===== config.mk =====
export PLATFORM = sky130hd
export DESIGN_NAME = clkerr_irq_ctrl
export DESIGN_NICKNAME = d
export VERILOG_FILES = /design/src/rtl/clkerr_pkg.sv /design/src/rtl/status_bank.sv /design/src/rtl/irq_drive.sv /design/src/rtl/clkerr_irq_ctrl.sv
export SDC_FILE = /design/constraint.sdc
export NUM_CORES = 1
export LEC_CHECK = 0
export ABC_AREA = 1
export CORE_ASPECT_RATIO = 0.8
export CORE_MARGIN = 2
export CORE_UTILIZATION = 45
export CTS_CLUSTER_DIAMETER = 120
export DETAILED_ROUTE_END_ITERATION = 16
export PLACE_DENSITY = 0.76
export SLEW_MARGIN = 30
export SYNTH_ARGS = -nofsm -noshare
export SYNTH_HDL_FRONTEND = slang
export SYNTH_SLANG_ARGS = --single-unit

===== constraint.sdc =====
create_clock -name clk -period 3 [get_ports clk]
set_clock_uncertainty 0.1 [all_clocks]
set_input_delay 0.9 -clock clk [delete_from_list [all_inputs] [get_ports clk]]
set_output_delay 0.9 -clock clk [all_outputs]
set_load 0.005 [all_outputs]

===== src/rtl/clkerr_pkg.sv =====
package clkerr_pkg;
  localparam int DW     = 8;
  localparam int AW     = 2;
  localparam int GA_W   = 6;
  localparam int GB_W   = 3;
  localparam int SUM_BIT  = 3;
  localparam int WDOG_BIT = 0;
  localparam int PRE_BIT  = 2;
  localparam logic [AW-1:0] A_STAT = 2'd0;
  localparam logic [AW-1:0] A_MASK = 2'd1;
  localparam logic [AW-1:0] B_STAT = 2'd2;
  localparam logic [AW-1:0] B_MASK = 2'd3;
  localparam logic [GA_W-1:0] GA_IMPL = 6'b111111;
  localparam logic [GB_W-1:0] GB_IMPL = 3'b101;
  localparam logic [GA_W-1:0] GA_MRST = 6'b110111;
  localparam logic [GB_W-1:0] GB_MRST = 3'b100;
endpackage


===== src/rtl/status_bank.sv =====
module status_bank #(
  parameter int W = 6,
  parameter logic [W-1:0] IMPL = '1,
  parameter logic [W-1:0] MRST = '1
) (
  input  logic         clk,
  input  logic         rst,
  input  logic [W-1:0] set_i,
  input  logic         clr_we,
  input  logic         mask_we,
  input  logic [W-1:0] wdata,
  output logic [W-1:0] status_o,
  output logic [W-1:0] mask_o,
  output logic [W-1:0] pend_o
);
  logic [W-1:0] clr_v;

  assign clr_v = clr_we ? wdata : '0;

  always_ff @(posedge clk) begin
    if (rst) begin
      status_o <= '0;
      mask_o   <= MRST & IMPL;
    end else begin
      // set has priority over a concurrent clear
      status_o <= ((status_o & ~clr_v) | set_i) & IMPL;
      if (mask_we) mask_o <= wdata & IMPL;
    end
  end

  assign pend_o = status_o & ~mask_o;
endmodule


===== src/rtl/irq_drive.sv =====
module irq_drive #(
  parameter int N = 9
) (
  input  logic         clk,
  input  logic         rst,
  input  logic [N-1:0] pend,
  output logic         irq_n
);
  always_ff @(posedge clk) begin
    if (rst) irq_n <= 1'b1;
    else     irq_n <= ~(|pend);
  end
endmodule


===== src/rtl/clkerr_irq_ctrl.sv =====
module clkerr_irq_ctrl
  import clkerr_pkg::*;
(
  input  logic          clk,
  input  logic          rst,
  input  logic          det_en,
  input  logic [GA_W-1:0] evt_clk,
  input  logic          evt_pre,
  input  logic          evt_wdog,
  input  logic          reg_wr,
  input  logic [AW-1:0] reg_addr,
  input  logic [DW-1:0] reg_wdata,
  output logic [DW-1:0] reg_rdata,
  output logic          irq_n
);
  logic [GA_W-1:0] set_a, st_a, mk_a, pend_a;
  logic [GB_W-1:0] set_b, st_b, mk_b, pend_b;

  always_comb begin
    set_a = '0;
    set_b = '0;
    if (det_en) begin
      set_a = evt_clk;
      if (|evt_clk) set_a[SUM_BIT] = 1'b1;
      set_b[PRE_BIT] = evt_pre;
    end
    set_b[WDOG_BIT] = evt_wdog;
  end

  status_bank #(.W(GA_W), .IMPL(GA_IMPL), .MRST(GA_MRST)) u_bank_a (
    .clk(clk), .rst(rst), .set_i(set_a),
    .clr_we(reg_wr && reg_addr == A_STAT),
    .mask_we(reg_wr && reg_addr == A_MASK),
    .wdata(reg_wdata[GA_W-1:0]),
    .status_o(st_a), .mask_o(mk_a), .pend_o(pend_a)
  );

  status_bank #(.W(GB_W), .IMPL(GB_IMPL), .MRST(GB_MRST)) u_bank_b (
    .clk(clk), .rst(rst), .set_i(set_b),
    .clr_we(reg_wr && reg_addr == B_STAT),
    .mask_we(reg_wr && reg_addr == B_MASK),
    .wdata(reg_wdata[GB_W-1:0]),
    .status_o(st_b), .mask_o(mk_b), .pend_o(pend_b)
  );

  irq_drive #(.N(GA_W + GB_W)) u_irq (
    .clk(clk), .rst(rst), .pend({pend_b, pend_a}), .irq_n(irq_n)
  );

  always_ff @(posedge clk) begin
    if (rst) reg_rdata <= '0;
    else begin
      unique case (reg_addr)
        A_STAT:  reg_rdata <= DW'(st_a);
        A_MASK:  reg_rdata <= DW'(mk_a);
        B_STAT:  reg_rdata <= DW'(st_b);
        default: reg_rdata <= DW'(mk_b);
      endcase
    end
  end
endmodule


=== Yosys cells after proc, flatten, opt, wreduce, memory -nomap -nowiden ===
Index checks and enable logic that the tools add are counted.

* Register bits: 26
* Bits of input ports: 22
* Output and inout port bits: 9
* Word-level logic and storage cells: 34

* Eq/ne operators: 3
* Mux-type cells: 6
* Bitwise operators: 11
* Reductions and logical operators: 7

{| class="wikitable"
|+ Operators by type and width
! cell !! number
|-
| $pmux W6 S3 || 1
|-
| $and A6 B6 Y6 || 2
|-
| $mux W6 || 2
|-
| $not A6 Y6 || 2
|-
| $reduce_or A9 Y1 || 1
|-
| $and A3 B3 Y3 || 2
|-
| $not A3 Y3 || 2
|-
| $or A6 B6 Y6 || 1
|-
| $reduce_or A6 Y1 || 1
|-
| $eq A2 B2 Y1 const B || 2
|-
| $logic_and A1 B1 Y1 || 4
|-
| $mux W3 || 1
|-
| $or A3 B3 Y3 || 1
|-
| $eq A2 B1 Y1 const B || 1
|-
| $logic_not A2 Y1 || 1
|-
| $mux W1 || 2
|-
| $not A1 Y1 || 1
|}

=== Depth between registers and ports, before layout ===
* Depth in word-level cells: 6
* Mapped depth: 7
* Depth with buffers taken out: 7

=== Hierarchy ===
Synthesis repeated with hierarchy kept, for this count alone.

* Cell total of the unflattened synthesis: 182
* Area, all modules: 1139.8 sq um

{| class="wikitable"
|+ By module, submodules not included
! module !! times used !! cells an instance !! area each (sq um) !! sequential area each (sq um)
|-
| status_bank at u_bank_a || 1 || 68 || 467.9 || 240.2
|-
| clkerr_irq_ctrl || 1 || 72 || 411.6 || 120.1
|-
| status_bank at u_bank_b || 1 || 28 || 186.4 || 80.1
|-
| irq_drive || 1 || 14 || 73.8 || 20.0
|}

=== Worst setup path after synthesis ===
No wires, ideal clock.

* Path type: in2reg
* Start point: in reg_wr
* End point: reg u_bank_a.mask_o[0]
* Library setup time: 0.131 ns
* Arrival time: 1.386 ns
* Required time: 2.769 ns
* Slack: 1.382 ns
* Stages: 5
* Path buffers: 2
* Cells stage by stage: buf_6 > inv_4 > nor2_2 > buf_6 > o211ai_1

* Word-level cells in the longest chain between the ends: 1

{| class="wikitable"
|+ RTL lines
! element !! line !! source
|-
| start: declaration || clkerr_irq_ctrl.sv:10 || <nowiki>input logic reg_wr,</nowiki>
|-
| $logic_and A1 B1 Y1 || clkerr_irq_ctrl.sv:33 || <nowiki>.mask_we(reg_wr && reg_addr == A_MASK),</nowiki>
|-
| end signal: assignment || status_bank.sv:23 || <nowiki>mask_o <= MRST & IMPL;</nowiki>
|-
| end signal: assignment || status_bank.sv:27 || <nowiki>if (mask_we) mask_o <= wdata & IMPL;</nowiki>
|-
| end: declaration || status_bank.sv:13 || <nowiki>output logic [W-1:0] mask_o,</nowiki>
|}

No other way between the ends.
A chain may end at the register's enable or synchronous reset.

=== Worst setup path in the final report ===
* Start point: in reg_addr[1]
* End point: reg u_bank_a.status_o[3]

* Word-level cells in the longest chain between the ends: 6

{| class="wikitable"
|+ RTL lines
! element !! line !! source
|-
| start: declaration || clkerr_irq_ctrl.sv:11 || <nowiki>input logic [AW-1:0] reg_addr,</nowiki>
|-
| $logic_not A2 Y1 || clkerr_irq_ctrl.sv:32 || <nowiki>.clr_we(reg_wr && reg_addr == A_STAT),</nowiki>
|-
| $logic_and A1 B1 Y1 || clkerr_irq_ctrl.sv:32 ||
|-
| $mux W6 || status_bank.sv:18 || <nowiki>assign clr_v = clr_we ? wdata : '0;</nowiki>
|-
| $not A6 Y6 || status_bank.sv:26 || <nowiki>status_o <= ((status_o & ~clr_v) | set_i) & IMPL;</nowiki>
|-
| $and A6 B6 Y6 || status_bank.sv:26 ||
|-
| $or A6 B6 Y6 || status_bank.sv:26 ||
|-
| end signal: assignment || status_bank.sv:26 ||
|-
| end: declaration || status_bank.sv:12 || <nowiki>output logic [W-1:0] status_o,</nowiki>
|}

No other way between the ends.

==> results.tsv <==
metric	value	unit
die area	0.002864	mm^2
min-delay src	u_bank_a.mask_o[1]	
largest family of logic cells by synthesized area	simple AND/OR/NAND/NOR gates	
Bufs and invs on worst path	1	
worst slew pin tran	613.3	ps
Iter 0 DRT Violations	20	
ordered cell list for the critical path	clkdlybuf4s50_1, nor2_2, nand3_1, nand2_1, a21oi_1	
simple-gate portion of the synthesized area	30.42	%
H-tree levels	1	
Syn Std Cell Area	0.001102	mm^2
number of synthesized register bits	23	
leakage	0.5936	nW
drt total wl	2.089	mm
WP data required	3110	ps
CTS root buf	clkbuf_4	
Num Clock Sinks	23	
layout cell share with drive strength beyond 1	18.13	%
Adder-Cell Fraction of Synth Area	0	%
global-route wire length before repair	3.415	mm
WS Path Type	in -> reg	
Total GRT Usage	16.41	%
Post-synth EDFFs	0	
post-detail-place hpwl	1.642	mm
synth unique cells	22	
CTS tree	done	
Endpoint, Worst Hold	reg_rdata[1]	
Crit path largest cell delay	560	ps
ant diodes	0	
r2r startpoint	u_bank_a.status_o[5]	
Final Hold Violating Endpoints	0	
row count	16	
Overflow after GRT	0	
Final min period	2190	ps
worst hold path stage count	2	
kind of path behind the tightest hold check	reg -> reg	
Mean Syn Cell Area	7.602	um^2
Worst-path clk slew	120	ps
Reg2Reg Setup Slack	2070	ps
CP max-delay cell	nor2_2	
vias in the first global route	822	
ys flop type	dfxtp_1	
Worst EP arrival	2300	ps
warning count from the yosys run	0	
Port-buffer cells	26	
Std-Cell Core Area	0.002382	mm^2
DR WL met2	967	um
initial antenna violation count	0	
Slew headroom	59.07	%
endpoint class of the critical path	flip-flop	
Crit path max-delay family	simple AND/OR/NAND/NOR gates	
R2R cell count	5	
Via-to-Cell Ratio	4.914	
Syn Inst Count	145	
WL met3	95	um
post-DR wirelength/cell	10.55	um
max-slew violations	0	
Die Ht	48.27	um
DR top layer	met4	
DR DRC count	0	
Max Buffers Root-to-Sink	2	
status	finished clean	
Crit Path Max Fanout	12	
Routed Antenna Nets	0	
VDD IR max	0.0001861	V
PwrDens	423.9	mW/mm^2
# nets final	194	
register area share after synthesis	41.77	%
Yosys top cell area share	41.77	%
final setup fails	0	
worst-skew pair later-pin latency	310	ps
largest net degree at the start of global routing	13	
Fin Setup TNS	0	ps
unrepaired setup endpoints after global routing	false	
DRT Pass-1 Iters	4	
async set or reset register ratio after synthesis	0	%
post-synthesis compound-gate area fraction	16.12	%
Setup Fix Bufs, Post-CTS	0	
post-synthesis xor/xnor area fraction	0	%
CTS Buf Count	3	
hold_buf cts	0	
Max Fclk	0.4566	GHz
Worst setup SP type	input pin	
IO Pins	31	
GP Congestion	0.8335	
die width	59.34	um
worst reg2reg path endpoint	u_irq.irq_n	
Area Overhead vs Synth	25.43	%
Synth area leaders	dfxtp_1, nand2_1, a21oi_2	
max cap viols	0	
mux cell area share after synthesis	0	%
wl on met1	978	um
cell taking the most area after synthesis	dfxtp_1	
Initial Util	46.27	%
Final Cycle Share	73.01	%
routed via count	973	
Resize count post-CTS	0	
fin util	58.04	%
[logic make-up (layout without fill, tap and decap cells)]
group / after synthesis / in the layout
simple gates: 71 / 71
compound gates: 26 / 26
buf+inv: 24 / 49
other cells: 1 / 2
flops: 23 / 23
[power breakdown]
group / total [mW] / leakage, nW / switching [mW] / internal (mW)
Combinational: 0.107 / 0.389 / 0.0520 / 0.0547
Sequential: 0.335 / 0.190 / 0.0111 / 0.324
Clock: 0.144 / 0.0150 / 0.0920 / 0.0519
[through the flow]
step	instances	setup slack (ps)	cell area (um^2)	power (mW)	hold slack, ps
final	198	809.7	1383	0.5860	380.4
after global routing	198	738.9	1383	0.6145	407.4
after CTS	198	833.1	1383	0.5897	382.7
after detailed placement	194	504.3	1356	0.4490	364.6
after global placement	194	517.9	1356	0.4467	354.4
after floorplan	146	1382	1106	0.3997	345.0
[routing by layer]
metal / up-vias / track usage [%]
met5: - / 0
met3: 5 / 3.979
li1: 510 / -
met2: 28 / 26.37
met4: 0 / 8.636
met1: 430 / 20.91
[layout make-up]
cell class | count | area (um^2)
fill | 218 | 999.7
multi-input combinational | 99 | 520.5
clock buffer | 4 | 26.28
inverter | 17 | 66.31
timing repair buffer | 28 | 275.3
sequential | 23 | 460.4
tap | 27 | 33.78
[cells in the mapped netlist, types with 2 or more instances]
cell type  count
nand2_1       42
dfxtp_1       23
inv_1         15
a21oi_2        9
nor2_1         8
a21oi_1        6
nand3_2        6
o21ai_0        6
nand2_2        4
nand3_1        4
nor2_2         4
o211ai_1       4
buf_6          3
buf_4          2
nand4_1        2
[sequential cells by signal, summed over array words and instances, names as in the netlist]
name and cells:
u_irq.irq_n 1, u_bank_b.mask_o 2, u_bank_a.status_o 6, u_bank_a.mask_o 6, reg_rdata 6, u_bank_b.status_o 2
[worst reg2reg max path, delay by kind of cell, from the launching register on]
| family | cells | cell delay [ps] |
|---|---|---|
| AOI/OAI and AO/OA | 1 | 150 |
| buffers and inverters | 1 | 40 |
| DFF | 1 | 380 |
| and+or+nand+nor | 3 | 160 |
[worst max path at each step]
stage          depth (start not counted)              endpoint        start
2_1_floorplan                          5    u_bank_a.mask_o[0]       reg_wr
3_3_place_gp                           5  u_bank_a.status_o[3]  reg_addr[1]
3_5_place_dp                           5  u_bank_a.status_o[3]  reg_addr[1]
4_1_cts                                5  u_bank_a.status_o[3]  reg_addr[1]
5_1_grt                                5  u_bank_a.status_o[3]  reg_addr[1]
6_report                               5  u_bank_a.status_o[3]  reg_addr[1]
[cell usage in the layout, fill, tap and decap left out, drive strengths merged, types with 4 or more instances in the layout]
| master | count |
|---|---|
| inv | 17 |
| a21oi | 15 |
| nand3 | 10 |
| o21ai | 7 |
| clkbuf | 4 |
| o211ai | 4 |
| dfxtp | 23 |
| nor2 | 12 |
| nand2 | 46 |
| clkdlybuf4s50 | 26 |
Note: power is estimated with default switching activity, not from simulation.
